==> config.mk <==
export PLATFORM = sky130hd
export DESIGN_NAME = vlcsr_unit
export DESIGN_NICKNAME = d
export VERILOG_FILES = /design/src/rtl/vlcsr_pkg.sv /design/src/rtl/vlcsr_state_codec.sv /design/src/rtl/vlcsr_req_eval.sv /design/src/rtl/vlcsr_unit.sv
export SDC_FILE = /design/constraint.sdc
export NUM_CORES = 1
export LEC_CHECK = 0
export BUFFER_PORTS_ARGS = -buffer_cell sky130_fd_sc_hd__clkbuf_2
export CORE_MARGIN = 3
export CORE_UTILIZATION = 54
export CTS_CLUSTER_SIZE = 10
export DETAILED_ROUTE_END_ITERATION = 7
export GPL_TIMING_DRIVEN = 0
export PLACE_DENSITY_LB_ADDON = 0.12
export RECOVER_POWER = 50
export SETUP_SLACK_MARGIN = 0.1
export SKIP_LAST_GASP = 1
export SYNTH_ARGS = -nofsm -noshare
export SYNTH_HDL_FRONTEND = slang
export SYNTH_SLANG_ARGS = --single-unit
export TNS_END_PERCENT = 10
==> constraint.sdc <==
create_clock -name clk -period 3.8 [get_ports clk]
set_input_delay 0.19 -clock clk [delete_from_list [all_inputs] [get_ports clk]]
set_output_delay 0.19 -clock clk [all_outputs]
set_load 0.05 [all_outputs]
==> src/rtl/vlcsr_pkg.sv <==
package vlcsr_pkg;
    typedef enum logic [1:0] {
        TGT_MVL   = 2'd0,
        TGT_VL    = 2'd1,
        TGT_STATE = 2'd2,
        TGT_RSVD  = 2'd3
    } tgt_e;

    localparam int PFW = 6;                 // width of each length/offset field in the packed word
    localparam int CFGW = 5;                // configuration selector width
    localparam logic [CFGW-1:0] CFG_OFF = '1;
endpackage

==> src/rtl/vlcsr_state_codec.sv <==
module vlcsr_state_codec
    import vlcsr_pkg::*;
#(
    parameter int XLEN = 64,
    localparam int LW = $clog2(XLEN) + 1,
    localparam int OW = $clog2(XLEN)
) (
    input  logic [LW-1:0]   cur_mvl,
    input  logic [LW-1:0]   cur_vl,
    input  logic [OW-1:0]   cur_src,
    input  logic [OW-1:0]   cur_dst,
    input  logic [CFGW-1:0] cur_cfg,
    input  logic [28:0]     word_in,
    output logic [XLEN-1:0] word_out,
    output logic [LW-1:0]   dec_mvl,
    output logic [LW-1:0]   dec_vl,
    output logic [OW-1:0]   dec_src,
    output logic [OW-1:0]   dec_dst,
    output logic [CFGW-1:0] dec_cfg
);
    logic [LW-1:0] mvl_m1, vl_m1;
    logic [7:0]    m_cl, v_cl, s_cl, d_cl, v_top;

    // pack the present fields, lengths biased down by one
    always_comb begin
        mvl_m1          = cur_mvl - LW'(1);
        vl_m1           = cur_vl - LW'(1);
        word_out        = '0;
        word_out[5:0]   = PFW'(mvl_m1);
        word_out[11:6]  = PFW'(vl_m1);
        word_out[17:12] = PFW'(cur_src);
        word_out[23:18] = PFW'(cur_dst);
        word_out[28:24] = cur_cfg;
    end

    // unpack an incoming word, clamping MVL first, then VL, then offsets
    always_comb begin
        m_cl  = {2'b00, word_in[5:0]} + 8'd1;
        if (m_cl > 8'(XLEN)) m_cl = 8'(XLEN);
        v_cl  = {2'b00, word_in[11:6]} + 8'd1;
        if (v_cl > m_cl) v_cl = m_cl;
        v_top = v_cl - 8'd1;
        s_cl  = {2'b00, word_in[17:12]};
        if (s_cl > v_top) s_cl = v_top;
        d_cl  = {2'b00, word_in[23:18]};
        if (d_cl > v_top) d_cl = v_top;
        dec_mvl = LW'(m_cl);
        dec_vl  = LW'(v_cl);
        dec_src = OW'(s_cl);
        dec_dst = OW'(d_cl);
        dec_cfg = word_in[28:24];
    end
endmodule

==> src/rtl/vlcsr_req_eval.sv <==
module vlcsr_req_eval
    import vlcsr_pkg::*;
#(
    parameter int XLEN = 64,
    localparam int LW = $clog2(XLEN) + 1,
    localparam int OW = $clog2(XLEN)
) (
    input  tgt_e            tgt,
    input  logic            req_imm,
    input  logic            req_rd_nz,
    input  logic [XLEN-1:0] req_wdata,
    input  logic [LW-1:0]   cur_mvl,
    input  logic [LW-1:0]   cur_vl,
    input  logic [OW-1:0]   cur_src,
    input  logic [OW-1:0]   cur_dst,
    input  logic [CFGW-1:0] cur_cfg,
    input  logic [XLEN-1:0] cur_word,
    input  logic [LW-1:0]   dec_mvl,
    input  logic [LW-1:0]   dec_vl,
    input  logic [OW-1:0]   dec_src,
    input  logic [OW-1:0]   dec_dst,
    input  logic [CFGW-1:0] dec_cfg,
    output logic [LW-1:0]   nxt_mvl,
    output logic [LW-1:0]   nxt_vl,
    output logic [OW-1:0]   nxt_src,
    output logic [OW-1:0]   nxt_dst,
    output logic [CFGW-1:0] nxt_cfg,
    output logic [XLEN-1:0] ev_data,
    output logic            ev_wb,
    output logic            ev_illegal
);
    logic [XLEN-1:0] req_len;
    logic            zero_bad;
    logic [LW-1:0]   mvl_cand, vl_cand;

    always_comb begin
        req_len  = req_imm ? (XLEN'(req_wdata[4:0]) + XLEN'(1)) : req_wdata;
        zero_bad = !req_imm && (req_wdata == '0);
        mvl_cand = (req_len > XLEN'(XLEN)) ? LW'(XLEN) : LW'(req_len);
        vl_cand  = (req_len > XLEN'(cur_mvl)) ? cur_mvl : LW'(req_len);
    end

    always_comb begin
        nxt_mvl    = cur_mvl;
        nxt_vl     = cur_vl;
        nxt_src    = cur_src;
        nxt_dst    = cur_dst;
        nxt_cfg    = cur_cfg;
        ev_data    = '0;
        ev_wb      = 1'b0;
        ev_illegal = 1'b0;
        unique case (tgt)
            TGT_MVL: begin
                if (zero_bad) begin
                    ev_illegal = 1'b1;
                end else begin
                    nxt_mvl = mvl_cand;
                    if (cur_vl > mvl_cand) nxt_vl = mvl_cand;
                    ev_data = XLEN'(cur_mvl);
                    ev_wb   = req_rd_nz;
                    if ((nxt_mvl != cur_mvl) || (nxt_vl != cur_vl)) begin
                        nxt_src = '0;
                        nxt_dst = '0;
                    end
                end
            end
            TGT_VL: begin
                if (zero_bad) begin
                    ev_illegal = 1'b1;
                end else begin
                    nxt_vl  = vl_cand;
                    ev_data = XLEN'(vl_cand);
                    ev_wb   = req_rd_nz;
                    if (vl_cand != cur_vl) begin
                        nxt_src = '0;
                        nxt_dst = '0;
                    end
                end
            end
            TGT_STATE: begin
                nxt_mvl = dec_mvl;
                nxt_vl  = dec_vl;
                nxt_src = dec_src;
                nxt_dst = dec_dst;
                nxt_cfg = dec_cfg;
                ev_data = cur_word;
                ev_wb   = req_rd_nz;
            end
            TGT_RSVD: begin
                ev_illegal = 1'b1;
            end
        endcase
    end
endmodule

==> src/rtl/vlcsr_unit.sv <==
module vlcsr_unit
    import vlcsr_pkg::*;
#(
    parameter int XLEN = 64,
    localparam int LW = $clog2(XLEN) + 1,
    localparam int OW = $clog2(XLEN)
) (
    input  logic            clk,
    input  logic            rst_n,
    input  logic            req_valid,
    input  logic            req_imm,
    input  logic            req_rd_nz,
    input  logic [1:0]      req_tgt,
    input  logic [XLEN-1:0] req_wdata,
    output logic            rsp_valid,
    output logic            rsp_wb,
    output logic            rsp_illegal,
    output logic [XLEN-1:0] rsp_data,
    output logic [LW-1:0]   mvl_o,
    output logic [LW-1:0]   vl_o,
    output logic [4:0]      cfg_o,
    output logic [OW-1:0]   srcoffs_o,
    output logic [OW-1:0]   dstoffs_o
);
    tgt_e            tgt;
    logic [28:0]     word_in;
    logic [XLEN-1:0] cur_word;
    logic [LW-1:0]   dec_mvl, dec_vl, nxt_mvl, nxt_vl;
    logic [OW-1:0]   dec_src, dec_dst, nxt_src, nxt_dst;
    logic [CFGW-1:0] dec_cfg, nxt_cfg;
    logic [XLEN-1:0] ev_data;
    logic            ev_wb, ev_illegal;

    assign tgt     = tgt_e'(req_tgt);
    assign word_in = req_imm ? 29'(req_wdata[4:0]) : req_wdata[28:0];

    vlcsr_state_codec #(.XLEN(XLEN)) codec_i (
        .cur_mvl (mvl_o),
        .cur_vl  (vl_o),
        .cur_src (srcoffs_o),
        .cur_dst (dstoffs_o),
        .cur_cfg (cfg_o),
        .word_in (word_in),
        .word_out(cur_word),
        .dec_mvl (dec_mvl),
        .dec_vl  (dec_vl),
        .dec_src (dec_src),
        .dec_dst (dec_dst),
        .dec_cfg (dec_cfg)
    );

    vlcsr_req_eval #(.XLEN(XLEN)) eval_i (
        .tgt       (tgt),
        .req_imm   (req_imm),
        .req_rd_nz (req_rd_nz),
        .req_wdata (req_wdata),
        .cur_mvl   (mvl_o),
        .cur_vl    (vl_o),
        .cur_src   (srcoffs_o),
        .cur_dst   (dstoffs_o),
        .cur_cfg   (cfg_o),
        .cur_word  (cur_word),
        .dec_mvl   (dec_mvl),
        .dec_vl    (dec_vl),
        .dec_src   (dec_src),
        .dec_dst   (dec_dst),
        .dec_cfg   (dec_cfg),
        .nxt_mvl   (nxt_mvl),
        .nxt_vl    (nxt_vl),
        .nxt_src   (nxt_src),
        .nxt_dst   (nxt_dst),
        .nxt_cfg   (nxt_cfg),
        .ev_data   (ev_data),
        .ev_wb     (ev_wb),
        .ev_illegal(ev_illegal)
    );

    // stored loop state (R1 reset values)
    always_ff @(posedge clk or negedge rst_n) begin
        if (!rst_n) begin
            mvl_o     <= LW'(1);
            vl_o      <= LW'(1);
            cfg_o     <= CFG_OFF;
            srcoffs_o <= '0;
            dstoffs_o <= '0;
        end else if (req_valid) begin
            mvl_o     <= nxt_mvl;
            vl_o      <= nxt_vl;
            cfg_o     <= nxt_cfg;
            srcoffs_o <= nxt_src;
            dstoffs_o <= nxt_dst;
        end
    end

    // registered response
    always_ff @(posedge clk or negedge rst_n) begin
        if (!rst_n) begin
            rsp_valid   <= 1'b0;
            rsp_wb      <= 1'b0;
            rsp_illegal <= 1'b0;
            rsp_data    <= '0;
        end else begin
            rsp_valid   <= req_valid;
            rsp_wb      <= req_valid && ev_wb;
            rsp_illegal <= req_valid && ev_illegal;
            if (req_valid) rsp_data <= ev_data;
        end
    end
endmodule

==> key figures <==
CTS
  • CTS max path bufs: 2
  • # clock sinks: 63
  • Root buffer cell: clkbuf_8
  • CTS Buf Count: 9
  • Clock transition at path regs: 80 ps
  • CTS tree: done
  • Worst skew pair latency: 340 ps
  • CTS HTree Levels: 3

Placed design
  • Placed Cells: 1027
  • Detailed-placement wirelength estimate: 16300 µm
  • Port bufs: 131
  • GPL Wtd Cong: 0.974

Setup path
  • CP Depth: 27
  • Crit Path Class: primary input to flip-flop
  • Crit-path max cell delay: 360 ps
  • Req. time, crit path: 4020 ps
  • Most frequent CP cell: ha_4
  • Crit end category: flip-flop
  • Reg2reg path depth: 11
  • Setup slack, reg-to-reg: 250 ps
  • Setup crit start: req_imm
  • Slowest-stage cell, CP: maj3_2
  • Buf/Inv on CP: 5
  • Reg-to-Reg Start: mvl_o[2]
  • Crit-path max FO: 6
  • CP Launch Type: primary input
  • WP data arrival: 4800 ps
  • Crit path max-delay family: compound AO/OA/AOI/OAI gates

Timing
  • Worst Skew: 18.2 ps
  • Worst Tran Pin Value: 1570 ps
  • RSZ-0062 raised after global routing: yes
  • Final Max Tran Viols: 64
  • Final setup fails: 12
  • Max frequency: 219 MHz
  • Slew margin rel.: -0.0460
  • Min Tclk post-route: 4570 ps
  • Hold Vio Cnt, Final: 0
  • TNS Setup: -7330 ps
  • Post-route clock period utilization: 1.20
  • Post-route setup slack: -772 ps

Job
  • Max cap viols: 1

Global routing
  • Total GRT Usage: 0.331
  • First-pass GRT wire length: 33500 µm
  • Initial antenna violation count: 0
  • Largest net degree at the start of global routing: 64
  • Vias in the first global route: 6286
  • Overflow left after global routing: 0

Route
  • Final wirelength: 22000 µm
  • Via/cell ratio: 6.15
  • Vias: 6587
  • Antenna viol nets, final: 0
  • Drt drc: 0
  • Wirelength per Cell: 20.5 µm
  • Drt initial violations: 809
  • 1st-pass router iterations: 6

Yosys
  • Synthesis Warnings: 0
  • Sequential area share after synthesis: 0.266
  • Cell variety after synth: 87
  • Syn Area/Cell: 8.22 µm²
  • EDFF count, synth: 0
  • Primary FF master, synth: dfrtp_1
  • Yosys reg bits: 63
  • Synth async-reset ratio: 1.00
  • Mapped Area: 5970 µm²
  • Syn Inst Count: 726

Power
  • Max VDD drop: 0.417 mV
  • Leak: 3.51 nW
  • Switch share: 0.493
  • Gate power share: 0.579
  • Power Internal: 1.86 mW
  • Net Sw Power: 1.81 mW
  • Sequential share of power: 0.244
  • Total power: 3.67 mW
  • Clock power frac: 0.177
  • Power Dens Cells: 473 nW/µm²

Worst hold path
  • Worst Hold Depth: 3
  • HP Class: primary input to flip-flop
  • Hold_sp: req_wdata[27]

Floorplan
  • Standard-cell rows: 37
  • Core Area: 10600 µm²
  • Die area: 12400 µm²
  • Chip height: 111 µm
  • Io pins: 169
  • Die W: 111 µm
  • Initial Util: 0.566

Final layout
  • Cell Count, Final, Fillers Out: 1071
  • Diode count: 0
  • Layout Nets: 1042
  • Layout area overhead: 29.9%
  • Share of layout cells above drive strength 1: 0.303
  • Fillers: 789

Outcome
  • Failing checks: capacitance limit, slew limit, setup timing
  • Status: finished, violations left
[per-stage QoR]
step                      worst slack [ps]  utilization  instance area (µm²)  hold slack [ps]
final                                 -772        0.735                 7750             80.8
after global routing                  -865        0.735                 7750             79.9
after CTS                             -595        0.725                 7650             59.6
after detailed placement             -1460        0.677                 7140              324
after global placement               -1380        0.677                 7140              319
after floorplan                       -534            -                 6310             -106
[logic make-up after synthesis]
family                   share of synthesized area
adder cells (fa/ha/maj)                     0.0876
flip-flops                                   0.266
multiplexers                                0.0396
other                                     0.000628
buffers and inverters                        0.109
AO/OA/AOI/OAI                                0.230
AND/OR/NAND/NOR                              0.226
XOR/XNOR                                    0.0425
[cell type report]
class / count / area (µm²) / area share
multi-input combinational: 565 / 4240 / 0.546
sequential: 63 / 1590 / 0.204
clock buffer: 9 / 124 / 0.0160
inverter: 61 / 241 / 0.0311
buffer: 71 / 465 / 0.0600
tap: 136 / 170 / 0.0219
clock inverter: 7 / 95.1 / 0.0123
timing repair buffer: 159 / 838 / 0.108
[registers in the layout, summed over array words and instances (netlist names)]
register,count
rsp_data,29
mvl_o,7
vl_o,7
dstoffs_o,6
srcoffs_o,6
cfg_o,5
rsp_illegal,1
rsp_valid,1
rsp_wb,1
[path summary, 6_finish.rpt]
kind                                end
max in group asynchronous  dstoffs_o[0]
hold / removal                 cfg_o[3]
setup / recovery           srcoffs_o[1]
hold reg to reg                cfg_o[2]
setup reg to reg           srcoffs_o[5]
min in group asynchronous   rsp_data[6]
[synthesized netlist by cell type (all sizes together), types with 6 or more instances]
library cell  instances  area, µm²
nor2b                19        119
ha                   41        513
nand4                15        106
o221ai                8       70.1
dfrtp                56       1400
dfstp                 7        184
nand2b               13       81.3
clkbuf               29        109
xnor2                18        158
o211ai               16        139
nand2                65        264
o21ai                63        345
nor3                 11       55.1
a21oi                21        105
nand3                36        180
a21o                  6       45.0
xor2                 11       96.3
inv                  58        218
a31oi                 6       37.5
buf                  42        310
a22oi                11       87.6
and3                  9       57.6
nor4                 19        165
nor2                 36        145
o22ai                13       87.6
mux2i                17        195
[cell usage in the layout, fill, tap and decap left out, types with 9 or more instances in the layout]
master	count
clkbuf_2	90
clkbuf_1	65
buf_4	60
dfrtp_1	56
inv_1	54
nand2_1	54
o21ai_0	49
ha_1	37
conb_1	35
nand3_1	32
nor2_1	28
nor2b_1	18
xnor2_1	17
a21oi_1	15
o211ai_1	14
mux2i_1	14
nand4_1	13
nor4_1	13
nand2b_1	12
o22ai_1	11
o21ai_2	11
a22oi_1	10
nand2_2	9
clkbuf_8	9
[repair_timing]
item                                    in CTS  in global routing
hold buffers                                 2                  0
hold endpoints to repair                     9                  0
buffers inserted                            19                  7
resized for setup                           25                 24
pin swaps                                   20                 21
endpoints found under the setup margin      18                 22
[routing by layer]
| layer | part of all wire | vias up | routed length [µm] | track usage |
|---|---|---|---|---|
| li1 | - | 2967 | - | - |
| met1 | 0.42 | 3131 | 9260 | 0.456 |
| met2 | 0.47 | 426 | 10400 | 0.535 |
| met3 | 0.084 | 63 | 1850 | 0.0617 |
| met4 | 0.023 | 0 | 508 | 0.0868 |
| met5 | 0 | - | 0 | 0 |
[worst register-to-register path: stages (launching register included)]
cell and delay, ps:
dfrtp_1 380, clkbuf_1 400, inv_1 230, ha_1 370, o211ai_1 90, a21o_1 160
a21oi_1 440, nor2_4 120, o311ai_0 360, o2111ai_1 300, o211ai_4 250, mux2_4 330
[power groups by stage]
stage               combinational (mW)  clock, mW  sequential [mW]
floorplan                         1.11          0             1.22
global placement                  1.88          0            0.899
detailed placement                1.92          0            0.905
CTS                               2.02      0.651            0.892
global route                      2.25      0.687            0.909
finish                            2.13      0.649            0.897
No activity file was read; power rests on OpenSTA's default activity.
